<file path="src/rtl/rr_sched_pkg.sv">
package rr_sched_pkg;
  typedef enum logic {
    DIR_TO   = 1'b0,
    DIR_FROM = 1'b1
  } chan_dir_e;

  function automatic int unsigned width_of(input int unsigned count);
    return (count > 1) ? $clog2(count) : 1;
  endfunction
endpackage

</file>
<file path="src/rtl/rr_req_map.sv">
module rr_req_map #(
  parameter int N_TO   = 3,
  parameter int N_FROM = 2,
  localparam int N     = N_TO + N_FROM
) (
  input  logic [N_TO-1:0]   to_empty,
  input  logic [N_FROM-1:0] from_full,
  input  logic [N_TO-1:0]   run_to,
  input  logic [N_FROM-1:0] run_from,
  output logic [N-1:0]      req
);
  // List order: toward-coprocessor channels first, then from-coprocessor
  for (genvar i = 0; i < N_TO; i++) begin : g_to
    assign req[i] = to_empty[i] & run_to[i];
  end
  for (genvar j = 0; j < N_FROM; j++) begin : g_from
    assign req[N_TO+j] = from_full[j] & run_from[j];
  end
endmodule

</file>
<file path="src/rtl/rr_revisit_timers.sv">
module rr_revisit_timers #(
  parameter int N       = 5,
  parameter int REVISIT = 6,
  parameter int LW      = 3
) (
  input  logic          clk,
  input  logic          rst_n,
  input  logic          flush,
  input  logic          load,
  input  logic [LW-1:0] load_idx,
  output logic [N-1:0]  ready
);
  localparam int TW = rr_sched_pkg::width_of(REVISIT + 1);

  if (REVISIT == 0) begin : g_none
    assign ready = '1;
  end else begin : g_cnt
    for (genvar i = 0; i < N; i++) begin : g_ch
      logic [TW-1:0] cnt;
      always_ff @(posedge clk) begin
        if (!rst_n || flush)
          cnt <= '0;
        else if (load && load_idx == LW'(i))
          cnt <= TW'(REVISIT);
        else if (cnt != '0)
          cnt <= cnt - 1'b1;
      end
      assign ready[i] = (cnt == '0);
    end
  end
endmodule

</file>
<file path="src/rtl/rr_pick.sv">
module rr_pick #(
  parameter int N  = 5,
  parameter int LW = 3
) (
  input  logic [N-1:0]  req,
  input  logic [LW-1:0] ptr,
  output logic          found,
  output logic [LW-1:0] idx
);
  always_comb begin
    found = 1'b0;
    idx   = '0;
    for (int k = 0; k < N; k++) begin
      int pos;
      logic [LW-1:0] pos_l;
      pos = int'(ptr) + k;
      if (pos >= N) pos = pos - N;
      pos_l = LW'(pos);
      if (!found && req[pos_l]) begin
        found = 1'b1;
        idx   = pos_l;
      end
    end
  end
endmodule

</file>
<file path="src/rtl/rr_chan_sched.sv">
module rr_chan_sched #(
  parameter int N_TO    = 3,
  parameter int N_FROM  = 2,
  parameter int REVISIT = 6,
  localparam int N      = N_TO + N_FROM,
  localparam int LW     = rr_sched_pkg::width_of(N),
  localparam int CW     = rr_sched_pkg::width_of((N_TO > N_FROM) ? N_TO : N_FROM)
) (
  input  logic              clk,
  input  logic              rst_n,
  input  logic              flush,
  input  logic [N_TO-1:0]   to_empty,
  input  logic [N_FROM-1:0] from_full,
  input  logic [N_TO-1:0]   run_to,
  input  logic [N_FROM-1:0] run_from,
  input  logic              seq_done,
  output logic              grant_valid,
  output logic              grant_dir,
  output logic [CW-1:0]     grant_chan
);
  import rr_sched_pkg::*;

  logic [N-1:0]  req, ready, eligible;
  logic [LW-1:0] ptr, pick, gidx;
  logic          found, gv, release_now;
  chan_dir_e     dir;

  rr_req_map #(.N_TO(N_TO), .N_FROM(N_FROM)) u_map (
    .to_empty(to_empty), .from_full(from_full),
    .run_to(run_to), .run_from(run_from), .req(req)
  );

  assign release_now = gv & seq_done & ~flush;

  rr_revisit_timers #(.N(N), .REVISIT(REVISIT), .LW(LW)) u_tmr (
    .clk(clk), .rst_n(rst_n), .flush(flush),
    .load(release_now), .load_idx(gidx), .ready(ready)
  );

  assign eligible = req & ready;

  rr_pick #(.N(N), .LW(LW)) u_pick (
    .req(eligible), .ptr(ptr), .found(found), .idx(pick)
  );

  always_ff @(posedge clk) begin
    if (!rst_n || flush) begin
      gv   <= 1'b0;
      gidx <= '0;
      ptr  <= '0;
    end else if (gv) begin
      if (seq_done) gv <= 1'b0;
    end else if (found) begin
      gv   <= 1'b1;
      gidx <= pick;
      ptr  <= (pick == LW'(N - 1)) ? '0 : pick + 1'b1;
    end
  end

  always_comb begin
    dir = (gidx >= LW'(N_TO)) ? DIR_FROM : DIR_TO;
    if (dir == DIR_FROM) grant_chan = CW'(gidx - LW'(N_TO));
    else                 grant_chan = CW'(gidx);
  end

  assign grant_valid = gv;
  assign grant_dir   = dir;
endmodule

</file>
<file path="config.mk">
export PLATFORM = sky130hd
export DESIGN_NAME = rr_chan_sched
export DESIGN_NICKNAME = d
export VERILOG_FILES = /design/src/rtl/rr_sched_pkg.sv /design/src/rtl/rr_req_map.sv /design/src/rtl/rr_revisit_timers.sv /design/src/rtl/rr_pick.sv /design/src/rtl/rr_chan_sched.sv
export SDC_FILE = /design/constraint.sdc
export NUM_CORES = 1
export LEC_CHECK = 0
export BUFFER_PORTS_ARGS = -buffer_cell sky130_fd_sc_hd__buf_4
export CAP_MARGIN = 30
export CORE_MARGIN = 2
export CORE_UTILIZATION = 60
export CTS_BUF_LIST = sky130_fd_sc_hd__clkbuf_8
export DETAILED_ROUTE_END_ITERATION = 10
export PLACE_DENSITY = 0.88
export SYNTH_ARGS = -nofsm -noshare
export SYNTH_HDL_FRONTEND = slang
export SYNTH_SLANG_ARGS = --single-unit
</file>
<file path="constraint.sdc">
create_clock -name clk -period 4.7 [get_ports clk]
set_input_delay 0.235 -clock clk [delete_from_list [all_inputs] [get_ports clk]]
set_output_delay 0.235 -clock clk [all_outputs]
set_load 0.03 [all_outputs]
</file>
# == Yosys cells after proc, flatten, opt, wreduce, memory -nomap -nowiden ==
# Index checks and enable logic that the tools add are counted.
# word_totals
reg_bits,22
out_inout_bits,4
elab_cells,133
# classes
eq_ne,5
n_reduce_logical,37
n_addsub,16
n_bitwise,10
mux,41
order_cmp,11
# ops
operator,count
$mux 3,21
$lt 3x4->1 const B,5
$logic_not 3->1,6
$ge 4x3->1 const B,4
$bmux 1 s3,5
$reduce_bool 3->1,5
$sub 3x1->3 const B,5
$sub 3x3->3 const B,5
$mux 1,14
$reduce_bool 2->1,5
$reduce_or 2->1,5
$logic_and 1x1->1,9
$add 3x2->4 const B,2
$and 1x1->1,7
$eq 3x2->1 const B,2
$eq 3x3->1 const B,2
$and 5x5->5,1
$logic_not 1->1,5
$add 3x1->4 const B,1
$add 3x3->4 const B,1
$add 3x1->3 const B,1
$eq 3x1->1 const B,1
$ge 3x2->1 const B,1
$ge 3x3->1 const B,1
other kinds (5),6

# == Longest topological paths before layout ==
# Gate-level depths: netlist (run 1).
# logic_depth
depth_word,19
ltp_mapped,18
ltp_nobuf,16

# == By module ==
# A second synthesis (run 1) with hierarchy kept.
# unflattened
cells_unflattened,274
area_unflattened_um2,2339.7
# by_module_without_submodules
mod,area_per_inst_um2,n_inst,seq_area_each_um2,cells_per_inst
rr_pick,1094.8,1,0.0,135
rr_revisit_timers,810.8,1,300.3,82
rr_chan_sched,402.9,1,140.1,52
rr_req_map,31.3,1,0.0,5

# == Worst setup path after synthesis (run 1) ==
# OpenSTA, ideal clock, no wires.
# synth_timing
path_kind,reg-to-reg
from,register ptr[0]
to,register ptr[1]
path_stages_with_launch,18
required_time_ns,4.571
setup_slack_ns,1.313
period_less_slack_ns,3.387
path_buffers,2
arrival_time_ns,3.258
path_cell_list,dfxtp_1 buf_2 buf_2 inv_1 ha_1 ha_1 and2_1 o2111a_1 a221oi_1 nor2_1 mux2_2 a211oi_1 a2111oi_0 nor2_1 inv_1 ha_1 a21oi_1 nor2_1
# synth_between
elab_chain_len,19
# synth_rtl
element,line,rtl
from (decl),rr_chan_sched.sv:24,"logic [LW-1:0] ptr, pick, gidx;"
from (signal assigned),rr_chan_sched.sv:56,ptr <= (pick == LW'(N - 1)) ? '0 : pick + 1'b1;
"parallel branches: the longest is 19 deep, another holds $add 3x1->4",-,
# Several ways; the timed one is not identified. The select of a mux whose other input is x is not followed.
# A chain may end at the register's enable or synchronous reset.

# == Worst setup path in the final report (run 1) ==
# Same ends and word-level chain as after synthesis.

==> flow_summary.ini, run 1 <==
[outcome]
outcome = finished clean

[place]
gp_congestion = 0.901
post-dp-hpwl_mm = 3.80
io_buffers = 17
dp_cells = 323
placed_area_mm2 = 0.00228
place_ws_ns = 1.05

[drt]
ant_nets = 0
drt-total-wl_mm = 4.97
dr_total_vias = 2064
viasPerCell = 6.31
wire_per_inst_um = 15.2
drt_pass1_iterations = 5
drc = 0
drtIter0Drc = 233

[synthesis]
synthArstFlopShare_pct = 0
yosysTopAreaCell = dfxtp_1
netlist_area_mm2 = 0.00213
postSynthCellCount = 266
synth_edf_count = 0
synth_area_leaders = dfxtp_1 (21%), ha_1 (14%), nor2_1 (4.9%)
syn_avg_cell_area_um2 = 8.00
synth_top_area_share_pct = 20.7
ys_warn_count = 0
yosysUniqueCellTypes = 61
synth_fp_nets = 304
ys_ff_latch = 22
ys_seq_area_share_pct = 20.7
synthFlopType = dfxtp_1

[sta]
rsz0062_at_grt = no
tightest_slew_ns = 0.581
hold_violations = 0
final.period_utilization_pct = 81.1
fmax_mhz = 262
relSlewSlack_pct = 61.3
holdWs_ns = 0.352
fin_crit_ns = 3.81
fin_skew_ns = 0.00168
tns_ns = 0
worst_slack_ns = 0.887
setup_viol = 0
drv_slew = 0

[critical_path]
cp.buffers_inverters = 2
cpMaxStageDelayCell = dfxtp_1
cp_max_fo = 9
start_kind = flop
criticalPathCategory = flop to flop
timing.critical_path.to_type = flop
arrival_ns = 3.95
cp_top_family = compound AO/OA/AOI/OAI gates
crit_chain = inv_1, ha_1, ha_1, and2_1, o2111a_1, a221oi_1, nor2_1, mux2_2, a211oi_1, a2111oi_0, nor2_1, inv_1, ha_1, a21oi_1, nor2_1
required_ns = 4.84
reg2reg_slack_ns = 0.89
max_stage_delay_ns = 0.57

[floorplanning]
start_util_pct = 63.3
die_w_um = 63.6
die_h_um = 63.6
design.core.area_mm2 = 0.00336
die-area_mm2 = 0.00404
rows = 21
pin_count = 18

[cts]
post_cts_buffers = 0
clockBufferDepth = 2
cts-buffers-inserted = 3
hold_buffers = 0
clk_latency_ns = 0.26
cts_htree_levels = 1
clk_pin_slew_worst_paths_ns = 0.07
cts_root_buf = clkbuf_8
cts.sinks = 22
cts_tree = yes
ctsResizeCount = 0

[cells_and_area]
stdcell_count = 327
nNetsFinal = 320
drive_above_1_share_pct = 12.1
final_area_mm2 = 0.00233
synthToLayoutAreaGrowth_pct = 9.52
fillers = 286
post-route-util_pct = 69.3
n_antenna_cell = 0

[pwr]
ir_drop_v = 0.000331
p_leak_nw = 1.07
power_density_mw_per_mm2 = 573
power_mw = 1.34

[flow_run]
maxCapViolCount = 0

[global_routing]
grt_pass1_wl_mm = 8.56
grt_max_degree = 17
antenna_found_initial = 0
grt.total_usage_pct = 26.2
grt_pass1_vias = 1838
grt_overflow = 0

[min_path]
hp-class = input pin to flop
[final timing paths]
kind / from / end / cells after the start
setup / recovery: ptr[0] / ptr[1] / 15
hold / removal: seq_done / grant_valid / 3
setup reg to reg: ptr[0] / ptr[1] / 15
hold reg to reg: u_tmr.g_cnt.g_ch[3].cnt[1] / u_tmr.g_cnt.g_ch[3].cnt[1] / 2
[placed cells by master, fill, tap and decap left out, types with 6 or more instances in the layout]
master,Yosys,routed
a211oi_1,6,6
a21oi_1,17,17
a31oi_1,8,8
and3_1,8,8
buf_4,0,18
dfxtp_1,22,22
ha_1,23,23
inv_1,22,22
mux2i_1,9,9
nand2_1,11,11
nand3_1,10,10
nor2_1,28,28
nor3_1,6,6
o21ai_0,14,14
xnor2_1,9,9
[cell usage after synthesis (3+ instances only)]
cell	number
a211oi_1	6
nand2b_1	5
xnor2_1	9
nor2_1	28
buf_2	3
a21o_1	4
inv_1	22
and3_1	8
nand2_1	11
nor2b_1	5
nor3_1	6
o21ai_0	14
nand3_1	10
or4_1	3
ha_1	23
a21oi_1	17
nand3b_1	3
a31oi_1	8
mux2i_1	9
or3_1	4
dfxtp_1	22
[worst reg2reg max path, stage by stage, from the launching register on]
cell       delay, ns
dfxtp_1         0.57
inv_1           0.22
ha_1            0.32
ha_1            0.34
and2_1          0.20
o2111a_1        0.24
a221oi_1        0.27
nor2_1          0.17
mux2_2          0.29
a211oi_1        0.31
a2111oi_0       0.12
nor2_1          0.16
inv_1           0.06
ha_1            0.26
a21oi_1         0.12
nor2_1          0.05
[power breakdown]
group	internal (mW)	switching, mW	total, mW
logic	0.390	0.565	0.954
clock network	0.0747	0.0588	0.133
registers	0.209	0.0391	0.248
total	0.673	0.663	1.34
[sequential cells by signal, indices dropped and copies added (netlist names)]
register              count
u_tmr.g_cnt.g_ch.cnt     15
gidx                      3
ptr                       3
grant_valid               1
[final cells by class]
type	count	area (µm²)	area share [%]
Inverter	23	86.3	3.70
Multi-Input combinational cell	214	1560	66.8
Sequential cell	22	440	18.9
Clock buffer	4	55.1	2.36
Timing Repair Buffer	18	135	5.80
Tap cell	46	57.6	2.47
[per-layer routing]
metal	part of all wire, %	GRT usage [%]
met1	44	35.6
met2	48	42.9
met3	6.3	1.61
met4	2.4	11.1
met5	0	0
[cells by family after synthesis]
group	Yosys count	synth area share [%]
xor gates and xnor gates	9	3.70
adders and majority gates	24	14.5
AOI/OAI and AO/OA	74	24.2
muxes	11	5.82
and+or+nand+nor	96	24.9
buffers and inverters	30	6.17
DFF	22	20.7
Note: power is estimated with default switching activity, not from simulation.
==> inputs of run 2 (changes only) <==
--- a/config.mk
+++ b/config.mk
@@ -5,6 +5,7 @@
 export SDC_FILE = /design/constraint.sdc
 export NUM_CORES = 1
 export LEC_CHECK = 0
+export ABC_AREA = 1
 export BUFFER_PORTS_ARGS = -buffer_cell sky130_fd_sc_hd__buf_4
 export CAP_MARGIN = 30
 export CORE_MARGIN = 2
==> constraint.sdc (replaced) <==
create_clock -name clk -period 3.55 [get_ports clk]
set_input_delay 0.1775 -clock clk [delete_from_list [all_inputs] [get_ports clk]]
set_output_delay 0.1775 -clock clk [all_outputs]
set_load 0.03 [all_outputs]
==> flow_summary.ini, run 2 <==
[critical_path]
start_kind = flop
cp_top_family = simple AND/OR/NAND/NOR gates
cpMaxStageDelayCell = dfxtp_1
max_stage_delay_ns = 0.51
timing.critical_path.to_type = flop
cp_max_fo = 8
arrival_ns = 3.29
cp.buffers_inverters = 2
crit_chain = ha_1, inv_1, fa_1, inv_1, nand2_1, o21ai_0, nand3_1, nand3_1, nand2_1, nor2_4, nand2_1, nor2_1, nor3_1, nand2_1, ha_1, o21ai_0, a21oi_1
crit_path_frequent_cell = nand2_1
criticalPathCategory = flop to flop
required_ns = 3.70

[synthesis]
synthArstFlopShare_pct = 0
synth_edf_count = 0
synthFlopType = dfxtp_1
ys_top_cells_by_count = nand2_1 (67), inv_1 (49), nand3_1 (29)
postSynthCellCount = 319
synth_fp_nets = 357
syn_avg_cell_area_um2 = 6.60
ys_seq_area_share_pct = 20.9
synth_area_leaders = dfxtp_1 (21%), ha_1 (14%), nand2_1 (12%)
synth_top_area_share_pct = 20.9
netlist_area_mm2 = 0.00210
yosysTopAreaCell = dfxtp_1
ys_ff_latch = 22
ys_warn_count = 0
yosysUniqueCellTypes = 34
yosysMostFrequentCell = nand2_1

[floorplanning]
rows = 21
die-area_mm2 = 0.00400
start_util_pct = 62.6
design.core.area_mm2 = 0.00336
die_h_um = 63.2
die_w_um = 63.2
pin_count = 18

[cells_and_area]
fillers = 274
drive_above_1_share_pct = 13.3
n_antenna_cell = 0
top_register = u_tmr.g_cnt.g_ch.cnt
nNetsFinal = 377
synthToLayoutAreaGrowth_pct = 11.8
final_common_cell = nand2_1
top_regs = u_tmr.g_cnt.g_ch.cnt: 15 flops, gidx: 3 flops, ptr: 3 flops
largest_reg_flops = 15
final_cell_mix = nand2_1 (67), inv_1 (49), nand3_1 (29)

[sta]
hold_violations = 0
relSlewSlack_pct = 67.0
tightest_slew_ns = 0.494
worst_slack_ns = 0.409
drv_slew = 0
fin_crit_ns = 3.14
setup_viol = 0
fin_skew_ns = 0.00185
final.period_utilization_pct = 88.5
rsz0062_at_grt = no
tns_ns = 0
fmax_mhz = 318

[pwr]
power_density_mw_per_mm2 = 620
p_leak_nw = 1.20
ir_drop_v = 0.000307

[cts]
cts_root_buf = clkbuf_8
cts_tree = yes
hold_buffers = 0
cts.sinks = 22
post_cts_buffers = 0
ctsResizeCount = 0
clk_pin_slew_worst_paths_ns = 0.08
cts_htree_levels = 1
clockBufferDepth = 2
cts-buffers-inserted = 3
clk_latency_ns = 0.27

[drt]
drt-total-wl_mm = 4.72
ant_nets = 0
viasPerCell = 5.45
drtIter0Drc = 172
drc = 0
dr_total_vias = 2092
drt_pass1_iterations = 4
wire_per_inst_um = 12.3

[place]
post-dp-hpwl_mm = 3.77
place_ws_ns = 0.444
io_buffers = 17
gp_congestion = 1.00

[global_routing]
grt_overflow = 0
grt_pass1_wl_mm = 8.36
grt_pass1_vias = 1949
grt_max_degree = 15
grt.total_usage_pct = 25.4
antenna_found_initial = 0

[min_path]
hp-class = input pin to flop

[outcome]
outcome = finished clean

[flow_run]
maxCapViolCount = 0
run 2: changes by cell type in the layout (fill, tap and decap cells not counted), sizes merged, moves of 5 or more:
cell / before / now
nand2b: 5 / 0
a21oi: 18 / 11
inv: 23 / 51
and3: 8 / 0
a211oi: 6 / 1
nand3: 10 / 36
o21ai: 16 / 32
xnor2: 9 / 1
mux2i: 9 / 0
nand4: 2 / 11
xor2: 0 / 5
nand2: 11 / 76
nor2b: 5 / 0
run 2: cell families (layout without fill, tap and decap cells):
group	Yosys count	in the layout	synth area share (%)
simple gates	161	161	37.7
compound gates	52	52	14.0
flops	22	22	20.9
fa+ha+maj	24	24	14.6
buf+inv	54	73	9.87
xor+xnor	6	6	2.85
run 2: power breakdown:
part	internal, mW	switching [mW]	total [mW]
clock	0.151	0.0837	0.234
sequential	0.269	0.0245	0.294
combinational	0.304	0.627	0.931
run 2: area by class of cell:
| class | instances | area, µm² | share of cell area [%] |
|---|---|---|---|
| clock buffer | 3 | 41.3 | 1.76 |
| sequential | 22 | 440 | 18.7 |
| timing repair buffer | 18 | 135 | 5.74 |
| clock inverter | 1 | 30.0 | 1.28 |
| multi-input combinational | 243 | 1460 | 61.9 |
| tap | 46 | 57.6 | 2.45 |
| inverter | 51 | 191 | 8.14 |
run 2: routing by layer:
metal  share of wire [%]  track usage [%]  vias to the layer above
li1                    -                -                     1090
met1                  47             33.4                      940
met2                  47             43.9                       55
met3                 5.7             4.29                        7
met4                0.66             5.16                        0
met5                   0                0                        -
run 2: final timing paths:
path	startpoint	endpoint	slack [ns]	cells after the start
min	seq_done	grant_valid	0.21	4
max reg2reg	ptr[1]	ptr[1]	0.41	17
max	ptr[1]	ptr[1]	0.41	17
min reg2reg	u_tmr.g_cnt.g_ch[0].cnt[1]	u_tmr.g_cnt.g_ch[0].cnt[1]	0.52	2
run 2: worst min-delay path, cell delays in order:
cell and delay [ns]:
buf_4 0.09, o21ai_0 0.09, nand2_1 0.06, inv_1 0.03
run 2: stage by stage:
stage               hold WS, ns  util (%)  power [mW]  cell area (µm²)  instances
finish                    0.214      69.9        1.46             2350        384
global route              0.241      69.9        1.58             2350        384
CTS                       0.218      69.9        1.44             2350        384
detailed placement        0.495      67.8        1.21             2280        380
global placement          0.470      67.8        1.19             2280        380
floorplan                 0.365         -        1.02             2100        319
